<file path="src/rtl/alu_pkg.sv">
package alu_pkg;
    typedef enum logic [3:0] {
        OP_ADD  = 4'd0,
        OP_ADDU = 4'd1,
        OP_SUB  = 4'd2,
        OP_SUBU = 4'd3,
        OP_AND  = 4'd4,
        OP_OR   = 4'd5,
        OP_XOR  = 4'd6,
        OP_NOR  = 4'd7,
        OP_SLT  = 4'd8,
        OP_SLTU = 4'd9,
        OP_SLL  = 4'd10,
        OP_SRL  = 4'd11,
        OP_SRA  = 4'd12,
        OP_LUI  = 4'd13
    } alu_op_e;
endpackage

</file>
<file path="src/rtl/alu_imm_ext.sv">
module alu_imm_ext #(
    parameter int DATA_W = 32,
    parameter int IMM_W  = 16
) (
    input  logic [IMM_W-1:0]  imm_i,
    input  logic              sext_i,
    output logic [DATA_W-1:0] ext_o
);
    localparam int PAD_W = DATA_W - IMM_W;

    always_comb begin
        ext_o = {{PAD_W{sext_i & imm_i[IMM_W-1]}}, imm_i};
    end
endmodule

</file>
<file path="src/rtl/alu_addsub.sv">
module alu_addsub #(
    parameter int DATA_W = 32
) (
    input  logic [DATA_W-1:0] a_i,
    input  logic [DATA_W-1:0] b_i,
    input  logic              sub_i,
    output logic [DATA_W-1:0] sum_o,
    output logic              ovf_o,
    output logic              lt_s_o,
    output logic              lt_u_o
);
    localparam int MSB = DATA_W - 1;

    logic [DATA_W-1:0] b_inv;
    logic [DATA_W:0]   wide;

    always_comb begin
        b_inv  = sub_i ? ~b_i : b_i;
        wide   = {1'b0, a_i} + {1'b0, b_inv} + {{DATA_W{1'b0}}, sub_i};
        sum_o  = wide[MSB:0];
        // operands agree in sign (after inversion) but the sum does not
        ovf_o  = (a_i[MSB] == b_inv[MSB]) && (sum_o[MSB] != a_i[MSB]);
        // in subtract mode a carry out means a >= b unsigned
        lt_u_o = ~wide[DATA_W];
        lt_s_o = (a_i[MSB] != b_i[MSB]) ? a_i[MSB] : sum_o[MSB];
    end
endmodule

</file>
<file path="src/rtl/alu_shift.sv">
module alu_shift #(
    parameter int DATA_W = 32,
    parameter int SH_W   = $clog2(DATA_W)
) (
    input  logic [DATA_W-1:0] val_i,
    input  logic [SH_W-1:0]   amt_i,
    input  logic              left_i,
    input  logic              arith_i,
    output logic [DATA_W-1:0] out_o
);
    logic [DATA_W-1:0] rev_in;
    logic [DATA_W-1:0] stage [SH_W+1];
    logic              fill;

    always_comb begin
        for (int i = 0; i < DATA_W; i++) rev_in[i] = val_i[DATA_W-1-i];
        fill = arith_i & ~left_i & val_i[DATA_W-1];
    end

    assign stage[0] = left_i ? rev_in : val_i;

    // one right-shift stage per amount bit; left shifts run reversed
    generate
        for (genvar k = 0; k < SH_W; k++) begin : g_stage
            localparam int DIST = 1 << k;
            assign stage[k+1] = amt_i[k]
                ? {{DIST{fill}}, stage[k][DATA_W-1:DIST]}
                : stage[k];
        end
    endgenerate

    always_comb begin
        for (int i = 0; i < DATA_W; i++)
            out_o[i] = left_i ? stage[SH_W][DATA_W-1-i] : stage[SH_W][i];
    end
endmodule

</file>
<file path="src/rtl/alu_exec.sv">
module alu_exec #(
    parameter int DATA_W   = 32,
    parameter int IMM_W    = 16,
    parameter int SHAMT_LO = 6
) (
    input  logic              clk,
    input  logic              rst_n,
    input  logic              issue_i,
    input  logic [3:0]        op_i,
    input  logic              use_imm_i,
    input  logic [DATA_W-1:0] opa_i,
    input  logic [DATA_W-1:0] opb_i,
    input  logic [IMM_W-1:0]  imm_i,
    output logic [DATA_W-1:0] result_o,
    output logic              wr_en_o,
    output logic              exc_ovf_o
);
    import alu_pkg::*;

    localparam int SH_W  = $clog2(DATA_W);
    localparam int LOW_W = DATA_W - IMM_W;

    alu_op_e           op;
    logic              is_logic, is_sub, is_left, is_arith, trap_op;
    logic [DATA_W-1:0] imm_ext, b_eff, sum, shifted, res_d;
    logic [SH_W-1:0]   shamt;
    logic              ovf_raw, lt_s, lt_u, trap;

    always_comb begin
        op       = alu_op_e'(op_i);
        is_logic = (op == OP_AND) || (op == OP_OR) || (op == OP_XOR) || (op == OP_NOR);
        is_sub   = (op == OP_SUB) || (op == OP_SUBU) || (op == OP_SLT) || (op == OP_SLTU);
        is_left  = (op == OP_SLL);
        is_arith = (op == OP_SRA);
        trap_op  = (op == OP_ADD) || (op == OP_SUB);
        b_eff    = use_imm_i ? imm_ext : opb_i;
        shamt    = use_imm_i ? imm_i[SHAMT_LO +: SH_W] : opb_i[SH_W-1:0];
    end

    alu_imm_ext #(.DATA_W(DATA_W), .IMM_W(IMM_W)) u_ext (
        .imm_i  (imm_i),
        .sext_i (~is_logic),
        .ext_o  (imm_ext)
    );

    alu_addsub #(.DATA_W(DATA_W)) u_add (
        .a_i    (opa_i),
        .b_i    (b_eff),
        .sub_i  (is_sub),
        .sum_o  (sum),
        .ovf_o  (ovf_raw),
        .lt_s_o (lt_s),
        .lt_u_o (lt_u)
    );

    alu_shift #(.DATA_W(DATA_W), .SH_W(SH_W)) u_shf (
        .val_i   (opa_i),
        .amt_i   (shamt),
        .left_i  (is_left),
        .arith_i (is_arith),
        .out_o   (shifted)
    );

    always_comb begin
        res_d = '0;
        unique case (op)
            OP_ADD, OP_ADDU,
            OP_SUB, OP_SUBU:        res_d = sum;
            OP_AND:                 res_d = opa_i & b_eff;
            OP_OR:                  res_d = opa_i | b_eff;
            OP_XOR:                 res_d = opa_i ^ b_eff;
            OP_NOR:                 res_d = ~(opa_i | b_eff);
            OP_SLT:                 res_d = {{(DATA_W-1){1'b0}}, lt_s};
            OP_SLTU:                res_d = {{(DATA_W-1){1'b0}}, lt_u};
            OP_SLL, OP_SRL, OP_SRA: res_d = shifted;
            OP_LUI:                 res_d = {imm_i, {LOW_W{1'b0}}};
            default:                res_d = '0;
        endcase
        trap = trap_op & ovf_raw;
    end

    always_ff @(posedge clk) begin
        if (!rst_n) begin
            result_o  <= '0;
            wr_en_o   <= 1'b0;
            exc_ovf_o <= 1'b0;
        end else begin
            wr_en_o   <= issue_i & ~trap;
            exc_ovf_o <= issue_i & trap;
            if (issue_i) result_o <= res_d;
        end
    end
endmodule

</file>
<file path="config.mk">
export PLATFORM = sky130hd
export DESIGN_NAME = alu_exec
export DESIGN_NICKNAME = d
export VERILOG_FILES = /design/src/rtl/alu_pkg.sv /design/src/rtl/alu_imm_ext.sv /design/src/rtl/alu_addsub.sv /design/src/rtl/alu_shift.sv /design/src/rtl/alu_exec.sv
export SDC_FILE = /design/constraint.sdc
export NUM_CORES = 1
export LEC_CHECK = 0
export CAP_MARGIN = 25
export CORE_ASPECT_RATIO = 1.75
export CORE_MARGIN = 4
export CORE_UTILIZATION = 45
export CTS_CLUSTER_SIZE = 28
export DETAILED_ROUTE_END_ITERATION = 8
export GPL_TIMING_DRIVEN = 0
export HOLD_SLACK_MARGIN = 0.1
export PLACE_DENSITY = 0.66
export SYNTH_ARGS = -nofsm -noshare
export SYNTH_HDL_FRONTEND = slang
export SYNTH_SLANG_ARGS = --single-unit
</file>
<file path="constraint.sdc">
create_clock -name clk -period 5.5 [get_ports clk]
set_input_delay 1.375 -clock clk [delete_from_list [all_inputs] [get_ports clk]]
set_output_delay 1.375 -clock clk [all_outputs]
set_load 0.1 [all_outputs]
</file>
# After elaboration in Yosys (flattened, before gate mapping)
# Cells that the tools add are included.
[classes]
addsub = 2
n_eq_ne = 16
muxes = 43
n_bitwise = 15
reduce_logical = 11
[op_table]
columns = ["cell", "count"]
rows = [
  ["case mux 32 bit (9 select lines)", 1],
  ["2-to-1 mux 32 bit", 8],
  ["inverter 32 bit", 2],
  ["adder 32 x 32 -> 33 bit", 1],
  ["adder 33 x 1 -> 33 bit", 1],
  ["2-to-1 mux 1 bit", 33],
  ["AND 32 bit", 1],
  ["bitwise OR 32 bit", 1],
  ["bitwise XOR 32 bit", 1],
  ["== test 4 bit, second input constant", 6],
  ["== test 4 x 3 -> 1 bit, second input constant", 4],
  ["== test 4 x 2 -> 1 bit, second input constant", 2],
  ["logical OR 1 bit", 7],
  ["AND 1 bit", 6],
  ["2-to-1 mux 5 bit", 1],
  ["== test 4 x 1 -> 1 bit, second input constant", 1],
  ["logical NOT 4 bit", 1],
  ["inverter 1 bit", 4],
  ["OR reduction 4 bit", 1],
  ["OR reduction 3 bit", 1],
  ["!= test 1 bit", 2],
  ["== test 1 bit", 1],
  ["logical AND 1 bit", 1],
]
[word_totals]
regBits = 34
in_bits = 88
out_inout_bits = 34
word_cells = 90

# Longest topological paths before layout
# Gate-level depths: netlist of the first run.
[logic_depth]
depth_word = 16
mapped_depth = 18

# Hierarchy
# From an unflattened synthesis of the first run, not the netlist that was laid out.
[hier_totals]
cells_unflattened = 1336
area_unflattened_um2 = 10338.7
[modules_own_cells]
columns = ["mod", "instances", "cells_each", "area_per_inst_um2"]
rows = [
  ["alu_exec", 1, 527, 4231.6],
  ["alu_shift", 1, 482, 3723.6],
  ["alu_addsub", 1, 295, 2144.6],
  ["alu_imm_ext", 1, 32, 239.0],
]

# Worst setup path before layout of the first run
# OpenSTA, ideal clock, no wires.
[synth_timing]
kind = "input port to flip-flop"
start = "input port use_imm_i"
end = "register wr_en_o"
setup_ns = 0.114
arrival_ns = 5.002
path_slack_ns = 0.384
path_stages = 16
cell_sequence = "buf_6 > clkbuf_1 > clkbuf_1 > mux2i_1 > xnor2_1 > ha_1 > clkbuf_1 > a21o_1 > o21bai_1 > nor4_1 > o21ai_2 > a31oi_4 > o221a_4 > xnor2_1 > or4_1 > nor2b_1"
[synth_via]
elab_chain_cells = 10
[synth_lines]
columns = ["item", "line_no", "rtl"]
rows = [
  ["start: declaration", "alu_exec.sv:10", "input logic use_imm_i,"],
  ["2-to-1 mux 32 bit (*)", "alu_exec.sv:36", "b_eff = use_imm_i ? imm_ext : opb_i;"],
  ["inverter 32 bit", "alu_addsub.sv:18", "b_inv = sub_i ? ~b_i : b_i;"],
  ["2-to-1 mux 32 bit (*)", "alu_addsub.sv:18", ""],
  ["adder 32 x 32 -> 33 bit", "alu_addsub.sv:19", "wide = {1'b0, a_i} + {1'b0, b_inv} + {{DATA_W{1'b0}}, sub_i};"],
  ["adder 33 x 1 -> 33 bit", "alu_addsub.sv:19", ""],
  ["!= test 1 bit", "alu_addsub.sv:22", "ovf_o = (a_i[MSB] == b_inv[MSB]) && (sum_o[MSB] != a_i[MSB]);"],
  ["logical AND 1 bit (*)", "alu_addsub.sv:22", ""],
  ["AND 1 bit (*)", "alu_exec.sv:79", "trap = trap_op & ovf_raw;"],
  ["inverter 1 bit (*)", "alu_exec.sv:88", "wr_en_o <= issue_i & ~trap;"],
  ["AND 1 bit (*)", "alu_exec.sv:88", ""],
  ["end signal: assignment", "alu_exec.sv:88", ""],
  ["end: declaration", "alu_exec.sv:15", "output logic wr_en_o,"],
]
# Every way passes the cells marked *; elsewhere a longest branch is shown, timed or not.
# A chain may end at the register's enable or synchronous reset.

# Final worst setup path of the first run
[layout_timing]
start = "input port imm_i[6]"
end = "register result_o[31]"
[layout_via]
elab_chain_cells = 8
[layout_lines]
columns = ["item", "line_no", "rtl"]
rows = [
  ["start: declaration", "alu_exec.sv:13", "input logic [IMM_W-1:0] imm_i,"],
  ["parallel branches: the longest is 7 deep, another holds adder 32 x 32 -> 33 bit", "-", ""],
  ["case mux 32 bit (9 select lines) (*)", "alu_exec.sv:66", "unique case (op)"],
  ["end signal: assignment", "alu_exec.sv:90", "if (issue_i) result_o <= res_d;"],
  ["end: declaration", "alu_exec.sv:14", "output logic [DATA_W-1:0] result_o,"],
]
# Mark *: on every way between the ends.

==> impl_results.md, run 1 <==
- Syn avg cell area: 7.79 µm²
- Share of cells above drive strength 1: 9.71%
- Clock Latency Late Sink: 0.29 ns
- CTS Hold Bufs: 0
- Max-cap violations: 0
- Initial DRC count: 1119
- Setup TNS: 0 ns
- Pint: 0.00102 W
- Min-delay worst type: reg2reg
- CTS Buf Count: 5
- Buffer count from post-CTS setup fixing: 0
- Total number of vias: 10900
- Clk network pwr share: 13.2%
- Initial Util: 45.9%
- Ant diodes: 0
- Yosys cell types: 86
- Pin slew with the least headroom to its limit: 1.13 ns
- Layout Skew: 0 ns
- ANT nets after route: 0
- Final setup vio count: 0
- Number of global-route vias before repair: 10500
- Cell Area, Synth: 9360 µm²
- Slowest stage delay, CP: 0.78 ns
- Post-synthesis register bit count: 34
- Mapped Nets: 1385
- Max-slew violations: 0
- Detailed Routing Iterations Pass 1: 6
- Comb power frac: 74.6%
- Hold_ws: 0.459 ns
- Initial antenna violation count: 0
- Most common cell after layout, fill and taps aside: nand2_1
- Final hold vios: 0
- Die ar.: 23300 µm²
- Fmax: 187 MHz
- Flop pwr share: 12.3%
- Sw frac: 54.3%
- Critical Path RT: 5.66 ns
- Share of Yosys cell area claimed by the top area cell type: 12.7%
- Min Clock Period, post-route: 5.34 ns
- CP Class: in2reg
- Net Switching: 0.00122 W
- Tot GR Track Use: 41.7%
- Via-to-Cell Ratio: 6.91
- Cell accounting for the most synthesized area: ha_1
- Register-to-Register Path Depth: 7
- Remaining Overflow, GRT: 0
- Chip height: 199 µm
- Clock Tree Buf Depth: 2
- Final HPWL DP: 40700 µm
- Worst vdd ir: 0.000132 V
- Largest net degree at the start of global routing: 18
- Synth warn: 0
- # rows: 69
- Placer Congestion: 1.07
- First-pass GRT wire length: 69900 µm
- Mapped Cells: 1201
- CTS tree: built
- CTS HTree Levels: 2
- Clock sinks: 34
- Core Region: 20400 µm²
- Commonest cells after routing, fill and taps aside: nand2_1 (119), clkdlybuf4s50_1 (115), o21ai_0 (97), ha_1 (95), a21oi_1 (93)
- Post-synthesis sequential area ratio: 7.27%
- Final period util: 97.2%
- Routed WL: 48600 µm
- Critical-path top delay cell: o31ai_1
- Nets: 1511
- Port Buffer Count: 118
- Post-synth ARST share: 0%
- Relative slew slack: 23.9%
- Final core occ: 54.5%
- CP endpoint kind: flip-flop
- Root Buffer: clkbuf_16
- RSZ-0062 raised after global routing: false
- Residual DRC: 0
- Run status: complete, no violations
- CP arrival: 5.50 ns
- EDFF count, synth: 0
- Most frequent CP cell: a21oi_1
- Area growth from synthesis to layout: 18.5%
- Crit-path cells: clkdlybuf4s50_1 -> mux2i_2 -> buf_6 -> buf_4 -> nand2_2 -> o31ai_1 -> a21oi_1 -> a2111oi_2 -> o21ai_1 -> a221oi_1 -> a21oi_1
- Leak: 4.49 nW
- Synth area leaders: ha_1 (13%), mux2i_1 (9.5%), mux4_2 (8.9%)
- WL/cell: 30.8 µm
- Top_reg_cell synth: dfxtp_1
- Worst-path clk slew: 0.06 ns
- Worst hold path depth: 2
- Ports: 122
- Die X: 117 µm
- CP Max Fanout: 10
- PD cells: 202 nW/µm²
- Startpoint types: input port
[state kept, by name, indices dropped and copies added (netlist names)]
signal and count:
wr_en_o 1, result_o 32, exc_ovf_o 1
[synth_stat cells, types with 6 or more instances]
master / count
nor2b_1: 38
nor2_1: 64
nor3_1: 18
nand3_1: 16
a22o_1: 7
mux4_1: 10
mux2i_1: 89
o21ai_1: 8
o21ai_0: 102
buf_1: 7
inv_1: 70
clkbuf_1: 48
o211ai_1: 18
mux2_2: 7
dfxtp_1: 34
a21oi_1: 94
a22oi_1: 7
a21o_1: 19
buf_2: 17
xor2_1: 12
buf_6: 6
nand4_1: 8
o21bai_1: 7
mux4_2: 37
a31oi_1: 21
xnor2_1: 72
a211oi_1: 21
nand2_1: 120
ha_1: 95
a221oi_1: 18
[final timing paths]
path	from	to	slack [ns]
setup / recovery	imm_i[6]	result_o[31]	0.16
hold / removal	result_o[19]	result_o[19]	0.46
setup reg to reg	result_o[30]	result_o[30]	3.36
hold reg to reg	result_o[19]	result_o[19]	0.46
[stage by stage]
stage	instance area (µm²)	std cells	worst slack, ns	power (W)
detailed placement	10900	1569	-1.35	0.00187
CTS	11100	1576	0.00867	0.00218
global route	11100	1576	0.0621	0.00233
global placement	10900	1567	-1.32	0.00187
floorplan	9360	1201	0.384	0.00132
finish	11100	1576	0.155	0.00224
[cell type report]
class	count	area, µm²
Timing Repair Buffer	120	1190
Tap cell	248	310
Buffer	82	405
Multi-Input combinational cell	1012	8080
Inverter	72	277
Clock inverter	2	12.5
Fill cell	1999	9280
Sequential cell	34	681
Clock buffer	6	139
[what timing repair did]
action / 4_1_cts / 5_1_grt
pin swaps: 0 / 0
hold endpoints to repair: 0 / 0
resized for setup: 19 / 16
setup endpoints to repair: 20 / 15
[logic make-up (layout without fill, tap and decap cells)]
| logic type | after synthesis | in the layout | share of synthesized area (%) |
|---|---|---|---|
| AO/OA/AOI/OAI | 384 | 384 | 27.0 |
| XOR/XNOR | 84 | 84 | 7.86 |
| adder cells (fa/ha/maj) | 96 | 96 | 12.9 |
| buffers and inverters | 155 | 282 | 7.14 |
| flip-flops | 34 | 34 | 7.27 |
| multiplexers | 148 | 148 | 22.9 |
| AND/OR/NAND/NOR | 300 | 300 | 14.9 |
[layer usage]
layer,vias up,track usage [%],wire length (µm)
met3,266,5.39,3800
met1,5125,45.8,16200
met5,-,0,0
met2,773,69.2,22800
li1,4726,-,-
met4,0,35.5,5740
[power by group through the flow]
stage / sequential [W] / clock, W / combinational [W]
floorplan: 0.000409 / 0 / 0.000909
global placement: 0.000280 / 0 / 0.00159
detailed placement: 0.000280 / 0 / 0.00159
CTS: 0.000275 / 0.000296 / 0.00161
global route: 0.000277 / 0.000305 / 0.00175
finish: 0.000275 / 0.000295 / 0.00167
[critical path: cells and delay by family]
family,cells,cell delay [ns]
mux,1,0.68
buf+inv,3,1.18
simple gates,1,0.13
compound gates,6,2.11
No activity file was read; power rests on OpenSTA's default activity.
==> run 2: changes to the inputs <==
==> constraint.sdc (replaced) <==
create_clock -name clk -period 6.6 [get_ports clk]
set_input_delay 1.65 -clock clk [delete_from_list [all_inputs] [get_ports clk]]
set_output_delay 1.65 -clock clk [all_outputs]
set_load 0.1 [all_outputs]
==> run 2 against run 1 <==
Core utilization is 0.20 points lower; sequential share of layout area hardly changed; critical endpoint is now wr_en_o; register-to-register slack better by 1.1 ns; total power is 17% lower; sequential power is 17% lower; non-clock buffer count is 4 higher.
==> impl_results.md, run 2 (synthesized netlist as in run 1, its figures left out) <==
- Run status: complete, no violations
- Reg area: 681 µm²
- Power, Total: 0.00186 W
- Final HPWL DP: 40700 µm
- Fin worst setup slack: 0.195 ns
- Biggest register: result_o
- PD cells: 168 nW/µm²
- Initial DRC count: 1075
- Comb power frac: 74.4%
- Net Switching: 0.00101 W
- CP Max Fanout: 10
- Met2 WL post-DR: 22900 µm
- Residual DRC: 0
- Initial antenna violation count: 0
- Leak: 4.45 nW
- DR WL met3: 3630 µm
- Tot GR Track Use: 41.6%
- Clock Latency Late Sink: 0.29 ns
- Area of the multi-input gates: 8020 µm²
- Most common cell after layout, fill and taps aside: nand2_1
- CTS tree: built
- Largest register FFs: 32
- Core Region: 20400 µm²
- Via-to-Cell Ratio: 6.90
- Final setup vio count: 0
- Nets: 1515
- Commonest cells after routing, fill and taps aside: nand2_1 (119), clkdlybuf4s50_1 (118), o21ai_0 (102), ha_1 (95), a21oi_1 (94)
- Layout Skew: 0 ns
- Critical Path RT: 6.78 ns
- Ports: 122
- Area growth from synthesis to layout: 18.1%
- WL/cell: 30.9 µm
- Ant diodes: 0
- Root Buffer: clkbuf_16
- CP Class: in2reg
- Max-cap violations: 0
- # rows: 69
- Top Layer Used: met4
- First-pass GRT wire length: 69800 µm
- Die ar.: 23300 µm²
- Pint: 0.000848 W
- Worst vdd ir: 0.000110 V
- Final hold vios: 0
- Flop pwr share: 12.3%
- Final period util: 97.0%
- R2R Setup Slk: 4.42 ns
- Setup TNS: 0 ns
- ANT nets after route: 0
- Remaining Overflow, GRT: 0
- Pin slew with the least headroom to its limit: 1.13 ns
- Fmax: 156 MHz
- Chip height: 199 µm
- Routed WL: 48900 µm
- Min Clock Period, post-route: 6.41 ns
- Max-slew violations: 0
- CP endpoint kind: flip-flop
- Sw frac: 54.4%
- Initial Util: 45.9%
- Relative slew slack: 24.0%
- Largest regs: result_o: 32 flops, exc_ovf_o: 1 flops, wr_en_o: 1 flops
- CTS Hold Bufs: 0
- Clock sinks: 34
- Total number of vias: 10900
- Detailed Routing Iterations Pass 1: 5
- Min-delay worst type: reg2reg
- Port Buffer Count: 118
- Largest net degree at the start of global routing: 12
- CP arrival: 6.59 ns
- Number of global-route vias before repair: 10500
- DRT met1 WL: 16600 µm
- CTS HTree Levels: 2
- CTS Buf Count: 5
- Die X: 117 µm
- Dpl cells: 1569
- Startpoint types: input port
- Clock Tree Buf Depth: 2
- Share of cells above drive strength 1: 8.93%
- # fillers: 2003
- Placer Congestion: 1.07
- Worst-path clk slew: 0.06 ns
- Placement Setup Slack: -0.523 ns
- Clk network pwr share: 13.3%
- Non-Filler Instances: 1580
[run 2: worst paths after layout]
check | from | to | cells after the start
setup / recovery | use_imm_i | wr_en_o | 15
setup reg to reg | result_o[30] | result_o[30] | 7
hold / removal | result_o[19] | result_o[19] | 2
hold reg to reg | result_o[19] | result_o[19] | 2
[run 2: stage by stage]
step	util, %	area [µm²]	hold WS (ns)
finish	54.2	11100	0.459
global route	54.2	11100	0.483
CTS	54.1	11000	0.461
detailed placement	53.3	10900	0.453
global placement	53.3	10900	0.445
floorplan	-	9360	0.877
[run 2: repair_timing]
action                     CTS  global route
setup buffers                0             3
gates resized for setup      2             7
setup endpoints to repair    2             6
[run 2: layout make-up]
cell class              count  share of cell area [%]
plain buffers              83                    3.63
clock buffers               6                    1.26
clock inverters             2                   0.113
inverters                  72                    2.49
multi-input cells        1012                    72.6
flip-flops and latches     34                    6.16
well taps                 248                    2.81
repair buffers            123                    11.0
[run 2: routing by layer]
metal | vias to the layer above | global-route usage, %
li1 | 4718 | -
met1 | 5133 | 46.1
met2 | 783 | 68.8
met3 | 261 | 4.69
met4 | 0 | 36.0
met5 | - | 0
[run 2: worst max-delay path: stages]
cell      delay, ns
buf_6          0.17
clkbuf_1       0.55
clkbuf_1       0.64
mux2i_1        0.39
xnor2_1        0.16
ha_1           0.31
o21ai_0        0.60
o21ai_0        0.22
nor4_1         0.38
o21ai_2        0.18
a31oi_4        0.29
o221a_4        0.27
xnor2_1        0.06
or4_1          0.51
nor2b_1        0.17
[run 2: power groups by stage]
stage          clock [W]  combinational, W  sequential, W
3_5_place_dp           0           0.00133       0.000233
5_1_grt         0.000254           0.00145       0.000231
3_3_place_gp           0           0.00133       0.000233
2_1_floorplan          0          0.000758       0.000341
6_report        0.000248           0.00138       0.000229
4_1_cts         0.000247           0.00133       0.000229
